==> config.mk <==
export PLATFORM = sky130hd
export DESIGN_NAME = pseudo_expander
export DESIGN_NICKNAME = d
export VERILOG_FILES = /design/src/rtl/pxp_pkg.sv /design/src/rtl/pxp_decode.sv /design/src/rtl/pxp_seq.sv /design/src/rtl/pseudo_expander.sv
export SDC_FILE = /design/constraint.sdc
export NUM_CORES = 1
export LEC_CHECK = 0
export BUFFER_PORTS_ARGS = -buffer_cell sky130_fd_sc_hd__buf_4
export CAP_MARGIN = 5
export CORE_MARGIN = 1.5
export CORE_UTILIZATION = 59
export DETAILED_ROUTE_END_ITERATION = 10
export PLACE_DENSITY_LB_ADDON = 0.05
export SLEW_MARGIN = 15
export SYNTH_ARGS = -nofsm -noshare
export SYNTH_HDL_FRONTEND = slang
export SYNTH_HIERARCHICAL = 1
export SYNTH_SLANG_ARGS = --single-unit
==> constraint.sdc <==
create_clock -name clk -period 3.8 [get_ports clk]
set_input_delay 0.57 -clock clk [delete_from_list [all_inputs] [get_ports clk]]
set_output_delay 0.57 -clock clk [all_outputs]
set_load 0.01 [all_outputs]
==> src/rtl/pxp_pkg.sv <==
package pxp_pkg;

   typedef enum logic [1:0] {
      PX_COPY  = 2'd0,
      PX_LDIMM = 2'd1,
      PX_LDADR = 2'd2,
      PX_ROTR  = 2'd3
   } px_op_e;

   localparam logic [5:0] OPC_RTYPE = 6'd0;
   localparam logic [5:0] OPC_ADDI  = 6'd8;
   localparam logic [5:0] OPC_ORI   = 6'h0D;
   localparam logic [5:0] OPC_LUI   = 6'h0F;
   localparam logic [5:0] FN_SLL    = 6'h00;
   localparam logic [5:0] FN_SRL    = 6'h02;
   localparam logic [5:0] FN_ADD    = 6'd32;
   localparam logic [5:0] FN_OR     = 6'd37;

   function automatic logic [31:0] r_word(input logic [4:0] rs, input logic [4:0] rt,
                                          input logic [4:0] rd, input logic [4:0] sh,
                                          input logic [5:0] fn);
      return {OPC_RTYPE, rs, rt, rd, sh, fn};
   endfunction

   function automatic logic [31:0] i_word(input logic [5:0] opc, input logic [4:0] rs,
                                          input logic [4:0] rt, input logic [15:0] imm);
      return {opc, rs, rt, imm};
   endfunction

endpackage

==> src/rtl/pxp_decode.sv <==
module pxp_decode
   import pxp_pkg::*;
#(
   parameter int WORD_W  = 32,
   parameter int REG_W   = 5,
   parameter int MAX_SEQ = 3,
   parameter int SCRATCH = 1,
   parameter int IDX_W   = 2
) (
   input  px_op_e                          op,
   input  logic [REG_W-1:0]                dst,
   input  logic [REG_W-1:0]                src,
   input  logic [WORD_W-1:0]               val,
   output logic [MAX_SEQ-1:0][WORD_W-1:0]  words,
   output logic [IDX_W-1:0]                last_idx
);
   localparam int HALF_W = WORD_W / 2;
   localparam logic [REG_W-1:0] ZERO_R = '0;
   localparam logic [REG_W-1:0] TMP_R  = REG_W'(SCRATCH);

   logic              fits;
   logic [REG_W-1:0]  amt;
   logic [REG_W-1:0]  lsh;

   always_comb begin
      fits = (&val[WORD_W-1:HALF_W-1]) | ~(|val[WORD_W-1:HALF_W-1]);
      amt  = val[REG_W-1:0];
      lsh  = REG_W'((REG_W+1)'(WORD_W) - {1'b0, amt});
   end

   always_comb begin
      words    = '0;
      last_idx = '0;
      unique case (op)
         PX_COPY: begin
            words[0] = r_word(ZERO_R, src, dst, 5'd0, FN_ADD);
         end
         PX_LDIMM, PX_LDADR: begin
            if (fits) begin
               words[0] = i_word(OPC_ADDI, ZERO_R, dst, val[HALF_W-1:0]);
            end else begin
               words[0] = i_word(OPC_LUI, ZERO_R, dst, val[WORD_W-1:HALF_W]);
               words[1] = i_word(OPC_ORI, dst, dst, val[HALF_W-1:0]);
               last_idx = IDX_W'(1);
            end
         end
         PX_ROTR: begin
            words[0] = r_word(ZERO_R, dst, TMP_R, amt, FN_SRL);
            words[1] = r_word(ZERO_R, dst, dst, lsh, FN_SLL);
            words[2] = r_word(dst, TMP_R, dst, 5'd0, FN_OR);
            last_idx = IDX_W'(2);
         end
         default: ;
      endcase
   end
endmodule

==> src/rtl/pxp_seq.sv <==
module pxp_seq #(
   parameter int WORD_W  = 32,
   parameter int MAX_SEQ = 3,
   parameter int IDX_W   = 2
) (
   input  logic                          clk,
   input  logic                          rst_n,
   input  logic                          load,
   input  logic [MAX_SEQ-1:0][WORD_W-1:0] load_words,
   input  logic [IDX_W-1:0]              load_last,
   input  logic                          out_ready,
   output logic                          out_valid,
   output logic [WORD_W-1:0]             out_word,
   output logic                          out_last,
   output logic                          done
);
   logic [MAX_SEQ-1:0][WORD_W-1:0] slot_q;
   logic [IDX_W-1:0]               idx_q;
   logic [IDX_W-1:0]               end_q;
   logic                           busy_q;
   logic                           step;

   assign step = busy_q & out_ready;

   for (genvar g = 0; g < MAX_SEQ; g++) begin : g_slot
      always_ff @(posedge clk or negedge rst_n) begin
         if (!rst_n)    slot_q[g] <= '0;
         else if (load) slot_q[g] <= load_words[g];
      end
   end

   always_ff @(posedge clk or negedge rst_n) begin
      if (!rst_n) begin
         idx_q  <= '0;
         end_q  <= '0;
         busy_q <= 1'b0;
      end else if (load) begin
         idx_q  <= '0;
         end_q  <= load_last;
         busy_q <= 1'b1;
      end else if (step) begin
         if (idx_q == end_q) busy_q <= 1'b0;
         else                idx_q  <= idx_q + 1'b1;
      end
   end

   always_comb begin
      out_valid = busy_q;
      out_word  = slot_q[idx_q];
      out_last  = busy_q & (idx_q == end_q);
      done      = step & (idx_q == end_q);
   end
endmodule

==> src/rtl/pseudo_expander.sv <==
module pseudo_expander
   import pxp_pkg::*;
#(
   parameter int WORD_W  = 32,
   parameter int REG_W   = 5,
   parameter int MAX_SEQ = 3,
   parameter int SCRATCH = 1
) (
   input  logic              clk,
   input  logic              rst_n,
   input  logic              in_valid,
   output logic              in_ready,
   input  logic [1:0]        in_op,
   input  logic [REG_W-1:0]  in_rd,
   input  logic [REG_W-1:0]  in_rs,
   input  logic [WORD_W-1:0] in_value,
   output logic              out_valid,
   input  logic              out_ready,
   output logic [WORD_W-1:0] out_word,
   output logic              out_last
);
   localparam int IDX_W = (MAX_SEQ > 1) ? $clog2(MAX_SEQ) : 1;

   if (WORD_W != 32) begin : g_bad_word
      $error("pseudo_expander: WORD_W must be 32");
   end
   if (REG_W != 5) begin : g_bad_reg
      $error("pseudo_expander: REG_W must be 5");
   end
   if (MAX_SEQ < 3) begin : g_bad_seq
      $error("pseudo_expander: MAX_SEQ must hold a three-word rotate");
   end
   if (SCRATCH < 1 || SCRATCH >= (1 << REG_W)) begin : g_bad_tmp
      $error("pseudo_expander: SCRATCH must be a nonzero register");
   end

   logic [MAX_SEQ-1:0][WORD_W-1:0] dec_words;
   logic [IDX_W-1:0]               dec_last;
   logic                           seq_done;
   logic                           accept;

   pxp_decode #(
      .WORD_W(WORD_W), .REG_W(REG_W), .MAX_SEQ(MAX_SEQ),
      .SCRATCH(SCRATCH), .IDX_W(IDX_W)
   ) u_decode (
      .op(px_op_e'(in_op)), .dst(in_rd), .src(in_rs), .val(in_value),
      .words(dec_words), .last_idx(dec_last)
   );

   pxp_seq #(
      .WORD_W(WORD_W), .MAX_SEQ(MAX_SEQ), .IDX_W(IDX_W)
   ) u_seq (
      .clk(clk), .rst_n(rst_n), .load(accept),
      .load_words(dec_words), .load_last(dec_last),
      .out_ready(out_ready), .out_valid(out_valid),
      .out_word(out_word), .out_last(out_last), .done(seq_done)
   );

   assign in_ready = ~out_valid | seq_done;
   assign accept   = in_valid & in_ready;
endmodule

# Word level (Yosys, flattened, before mapping)
# Cells that the tools add are included.
[word_totals]
ff_bits = 101
latch_bits = 0
ram_bits = 0
word_cells = 45
input_bits = 48
n_memories = 0
mem_bits_ro = 0
[op_classes]
n_bitwise = 8
n_eq_ne = 5
reduce_logical = 8
div = 0
n_mul = 0
shifts = 0
n_lt_le_gt_ge = 1
muxes = 15
addsub = 2
[ops]
columns = ["cell", "n"]
rows = [
  ["one-hot mux 32 bit (3 select lines)", 1],
  ["binary-select mux 32 bit (select 2 bit)", 1],
  ["one-hot mux 32 bit (2 select lines)", 1],
  ["2-to-1 mux 32 bit", 1],
  ["2-to-1 mux 30 bit", 1],
  ["2-to-1 mux 29 bit", 1],
  ["2-to-1 mux 26 bit", 1],
  ["AND reduction 17 bit", 1],
  ["OR reduction 17 bit", 1],
  ["2-to-1 mux 2 bit", 3],
  ["subtractor 1 x 5 -> 5 bit (first input constant)", 1],
  ["bitwise AND 1 bit", 4],
  ["== test 2 bit (second input constant)", 2],
  ["2-to-1 mux 1 bit", 4],
  ["one-hot mux 2 bit (2 select lines)", 1],
  ["AND reduction 2 bit", 2],
  ["nonzero test 2 bit", 2],
  ["< comparator 2 x 3 -> 1 bit (second input constant)", 1],
  ["adder 2 x 1 -> 2 bit (second input constant)", 1],
  ["== test 2 x 1 -> 1 bit (second input constant)", 1],
  ["== test 2 bit", 1],
  ["logical NOT 2 bit", 1],
  ["inequality test 2 bit (second input constant)", 1],
  ["inverter 1 bit", 2],
  ["other kinds (2)", 3],
]

# Longest topological paths before layout
[logic_depth]
depth_word = 6
depth_mapped = 10
ltp_nobuf = 7

# Cells and area by module
# Netlist, hierarchy kept.
[modules_own_cells]
columns = ["mod", "area_each_um2", "n_inst", "seq_area_each_um2", "cells_each"]
rows = [
  ["pxp_seq", 4539.4, 1, 2527.4, 336],
  ["pxp_decode", 1249.9, 1, 0.0, 199],
  ["pseudo_expander", 22.5, 1, 0.0, 2],
]

# Least setup slack after synthesis
# OpenSTA, ideal clock, no wires.
[synth_timing]
kind = "in2reg"
start = "in in_op[0]"
end = "reg u_seq/slot_q[1] (netlist bit)"
path_buffers = 2
slack_ps = 1694
cell_stages = 8
t_arrival_ps = 1982
setup_ps = 125
path_cell_list = "inv_1 -> ha_1 -> buf_2 -> nor2b_1 -> buf_2 -> and3_1 -> a311o_1 -> mux2_2"
[synth_rtl]
columns = ["item", "line_no", "text"]
rows = [
  ["from (decl)", "pseudo_expander.sv:13", "input logic [1:0] in_op,"],
  ["to (signal, indexed assignment)", "pxp_seq.sv:28", "else if (load) slot_q[g] <= load_words[g];"],
  ["to (decl)", "pxp_seq.sv:17", "logic [MAX_SEQ-1:0][WORD_W-1:0] slot_q;"],
]

# Final worst setup path
[layout_timing]
start = "reg u_seq.idx_q[0]"
end = "out out_word[14]"
[layout_via]
elab_chain_cells = 2
[layout_rtl]
columns = ["item", "line_no", "text"]
rows = [
  ["from (decl)", "pxp_seq.sv:18", "logic [IDX_W-1:0] idx_q;"],
  ["from (signal assigned)", "pxp_seq.sv:43", "else idx_q <= idx_q + 1'b1;"],
  ["binary-select mux 32 bit (select 2 bit)", "pxp_seq.sv:49", "out_word = slot_q[idx_q];"],
  ["2-to-1 mux 32 bit (not written as such)", "pxp_seq.sv:49", ""],
  ["to (decl)", "pseudo_expander.sv:19", "output logic [WORD_W-1:0] out_word,"],
]
# Every way passes these cells. The select of a mux whose other input is x is not followed.

==> out/metrics.yaml <==
pwr:
  power_per_cell_area_nw_per_um2: 752
  ir_drop_v: 0.000795
  p_leak_nw: 2.91
critical_path:
  worstSetupPathType: "reg -> out"
  crit_fanout: 22
  critPathArrivalTime_ns: 2.30
  timing.critical_path.buf_inv: 3
  worstPathCellList: "buf_4 -> nor2b_2 -> buf_4 -> nand2_1 -> o21ai_0 -> buf_4"
  timing.critical_path.to_type: "primary output"
  cpMostUsedCell: "sky130_fd_sc_hd__buf_4"
  timing.critical_path.max_delay_family: "buffers and inverters"
  crit_slowest_cell: "sky130_fd_sc_hd__nor2b_2"
  cp-start-kind: "flip-flop"
  critical_path_required_ns: 3.23
  critical-path-max-stage-delay_ns: 0.58
global_routing:
  congestion_overflow_gr: 0
  grt_pass1_wl_mm: 20.8
  grt_util_all_layers_pct: 26.2
  antenna_violations_before_repair: 0
  number_of_global_route_vias_before_repair: 4095
  grt_max_degree: 61
logic_synthesis:
  yosys_top_cell_by_area: "sky130_fd_sc_hd__dfrtp_1"
  synth-edff-count: 0
  synth_top_cell_area_share_pct: 43.5
  synth_top_flop_cell: "sky130_fd_sc_hd__dfrtp_1"
  synth.area.top_cells: "sky130_fd_sc_hd__dfrtp_1, sky130_fd_sc_hd__mux2_2, sky130_fd_sc_hd__buf_4"
  postSynth.asyncResetShare_pct: 100
  synth_cells: 537
  synth_area_per_cell_um2: 10.8
  ranking_of_synthesized_cells_by_instance_count: "sky130_fd_sc_hd__dfrtp_1, sky130_fd_sc_hd__mux2_2, sky130_fd_sc_hd__nand2_1"
  synth.distinct_cells: 39
  synth_warnings: 6
  yosysMostFrequentCell: "sky130_fd_sc_hd__dfrtp_1"
  yosys_register_bits: 101
  portion_of_the_post_synthesis_area_used_by_sequential_elements_pct: 43.5
  post_synth_instance_area_um2: 5810
clock_network:
  cts_max_level: 3
  clockRootBuffer: "sky130_fd_sc_hd__clkbuf_8"
  worst_setup_hold_path_clk_slew_ns: 0.09
  postCtsResizedCells: 0
  ctsLongestPathBuffers: 2
  cts-buffers-inserted: 9
  postCtsSetupRepairBufs: 0
  worst_skew_pair.late_latency_ns: 0.37
  number_of_hold_repair_buffers_added_at_the_cts_stage: 0
  cts_tree: "built"
  clock_sink_count: 101
cells_and_area:
  finalCoreUtilization_pct: 66.8
  design.final.nets: 642
  diodes: 0
  share_of_cells_above_drive_strength_1_pct: 36.7
  post_layout_nonfiller_instances: 729
  synthesis_to_finish_area_growth_pct: 11.4
drt:
  dr_total_vias: 4083
  avgRoutedWirePerCell_um: 17.5
  first_pass_iters: 5
  vias_per_cell: 5.60
  dr.first_iter.drc_count: 237
  wl_mm: 12.8
  drc_violation_count_after_routing: 0
  postRouteAntennaNets: 0
sta:
  grt_setup_unrepaired: "no"
  timing.final.crit_share_pct: 75.5
  finClkSkew_ns: 0.00653
  setup_total_negative_slack_ns: 0
  finalSetupViolCount: 0
  hold-worst-slack_ns: 0.226
  finalWorstPathRequiredPeriod_ns: 2.87
  maxSlewViolCount: 0
  max_freq_ghz: 0.349
  max-slew-margin-rel_pct: 47.0
  worst-slew-pin-transition_ns: 0.796
  hold_viol_final: 0
floorplan:
  die-height_um: 102
  initial_core_util_pct: 60.0
  design.die.area_um2: 10500
  placement_row_count: 36
  width_of_the_die_um: 102
  pin_count: 83
  fp.coreArea_um2: 9680
place:
  placed_cells: 713
  port_buffers: 82
  post-dp-hpwl_mm: 8.76
  gp_congestion: 0.910
hold_path:
  hold_path_class: "in -> async"
status:
  outcome: "complete, no violations"
flow_run:
  maxCapViolCount: 0
[placed cells by master (no fill, tap or decap), types with 3 or more instances in the layout]
| cell type | Yosys | layout |
|---|---|---|
| sky130_fd_sc_hd__o21ai_1 | 4 | 4 |
| sky130_fd_sc_hd__nor3_1 | 5 | 4 |
| sky130_fd_sc_hd__ha_1 | 3 | 3 |
| sky130_fd_sc_hd__and3_1 | 4 | 4 |
| sky130_fd_sc_hd__nor4_1 | 3 | 3 |
| sky130_fd_sc_hd__nor2_1 | 14 | 14 |
| sky130_fd_sc_hd__a22o_1 | 9 | 9 |
| sky130_fd_sc_hd__a21oi_1 | 7 | 7 |
| sky130_fd_sc_hd__o21ai_0 | 39 | 39 |
| sky130_fd_sc_hd__nor2b_1 | 6 | 5 |
| sky130_fd_sc_hd__o211ai_1 | 8 | 8 |
| sky130_fd_sc_hd__nand3_1 | 9 | 9 |
| sky130_fd_sc_hd__nand2_1 | 61 | 61 |
| sky130_fd_sc_hd__mux2i_1 | 32 | 32 |
| sky130_fd_sc_hd__conb_1 | 1 | 28 |
| sky130_fd_sc_hd__and2_1 | 15 | 15 |
| sky130_fd_sc_hd__nand2b_1 | 7 | 7 |
| sky130_fd_sc_hd__mux2_2 | 98 | 98 |
| sky130_fd_sc_hd__inv_1 | 4 | 4 |
| sky130_fd_sc_hd__dfrtp_1 | 101 | 100 |
| sky130_fd_sc_hd__buf_4 | 57 | 93 |
| sky130_fd_sc_hd__clkbuf_8 | 0 | 12 |
| sky130_fd_sc_hd__nand4_1 | 9 | 9 |
[flip-flops by register name (all words and copies together), names as in the netlist]
register and cells:
u_seq/slot_q 96, u_seq/end_q 2, u_seq/idx_q 2, u_seq/out_valid 1
[metrics by stage]
step	area [µm²]	total power, mW	setup slack (ns)
global placement	6260	4.12	1.04
CTS	6470	4.92	0.911
detailed placement	6260	4.19	0.939
floorplan	5910	3.42	1.69
global route	6470	5.20	0.749
finish	6470	4.87	0.931
[final cells by class]
cell class	instances	area, µm²
Fill cell	801	3210
Multi-Input combinational cell	381	2830
Sequential cell	101	2530
Timing Repair Buffer	94	718
Clock buffer	13	169
Tap cell	133	166
Clock inverter	3	42.5
Inverter	4	15.0
[cells by family after synthesis]
kind of cell / Yosys count / share of synthesized area [%]
AOI/OAI and AO/OA: 74 / 7.92
xor gates and xnor gates: 5 / 1.40
DFF: 101 / 43.5
buffers and inverters: 82 / 9.64
and+or+nand+nor: 139 / 11.9
muxes: 132 / 24.9
adders and majority gates: 3 / 0.646
other: 1 / 0.0645
[worst register-to-register path: stages (launching register included)]
cell and delay [ns]:
sky130_fd_sc_hd__dfrtp_1 0.39, sky130_fd_sc_hd__buf_4 0.24, sky130_fd_sc_hd__xnor2_4 0.24, sky130_fd_sc_hd__nand2_1 0.09, sky130_fd_sc_hd__nor2_1 0.12, sky130_fd_sc_hd__nand2b_4 0.13, sky130_fd_sc_hd__and2_4 0.67, sky130_fd_sc_hd__buf_4 0.34
sky130_fd_sc_hd__mux2_2 0.36
[metal layers]
layer / vias to the layer above / routed length [µm] / track usage [%]
met1: 2016 / 5770 / 34.9
met3: 22 / 693 / 5.13
met2: 139 / 6090 / 42.7
met4: 0 / 236 / 9.38
li1: 1906 / - / -
met5: - / 0 / 0
[path summary, 6_finish.rpt]
kind	startpoint	end	slack (ns)	depth (start not counted)
worst max-delay path	u_seq/idx_q[0]	out_word[14]	0.93	6
worst min-delay path	rst_n	u_seq/slot_q[73]	0.23	1
worst min register to register	u_seq/slot_q[18]	u_seq/slot_q[18]	0.51	1
worst max register to register	u_seq/idx_q[0]	u_seq/slot_q[42]	1.11	8
max in group asynchronous	rst_n	u_seq/slot_q[38]	2.76	2
min in group clk	out_ready	u_seq/out_valid	0.51	3
[report_power, final]
group          switching, mW  leakage (nW)  internal, mW  total, mW
combinational           1.01          1.54          1.24       2.26
sequential             0.309          1.27          1.58       1.89
clock                  0.364         0.106         0.358      0.722
Note: power is estimated with default switching activity, not from simulation.
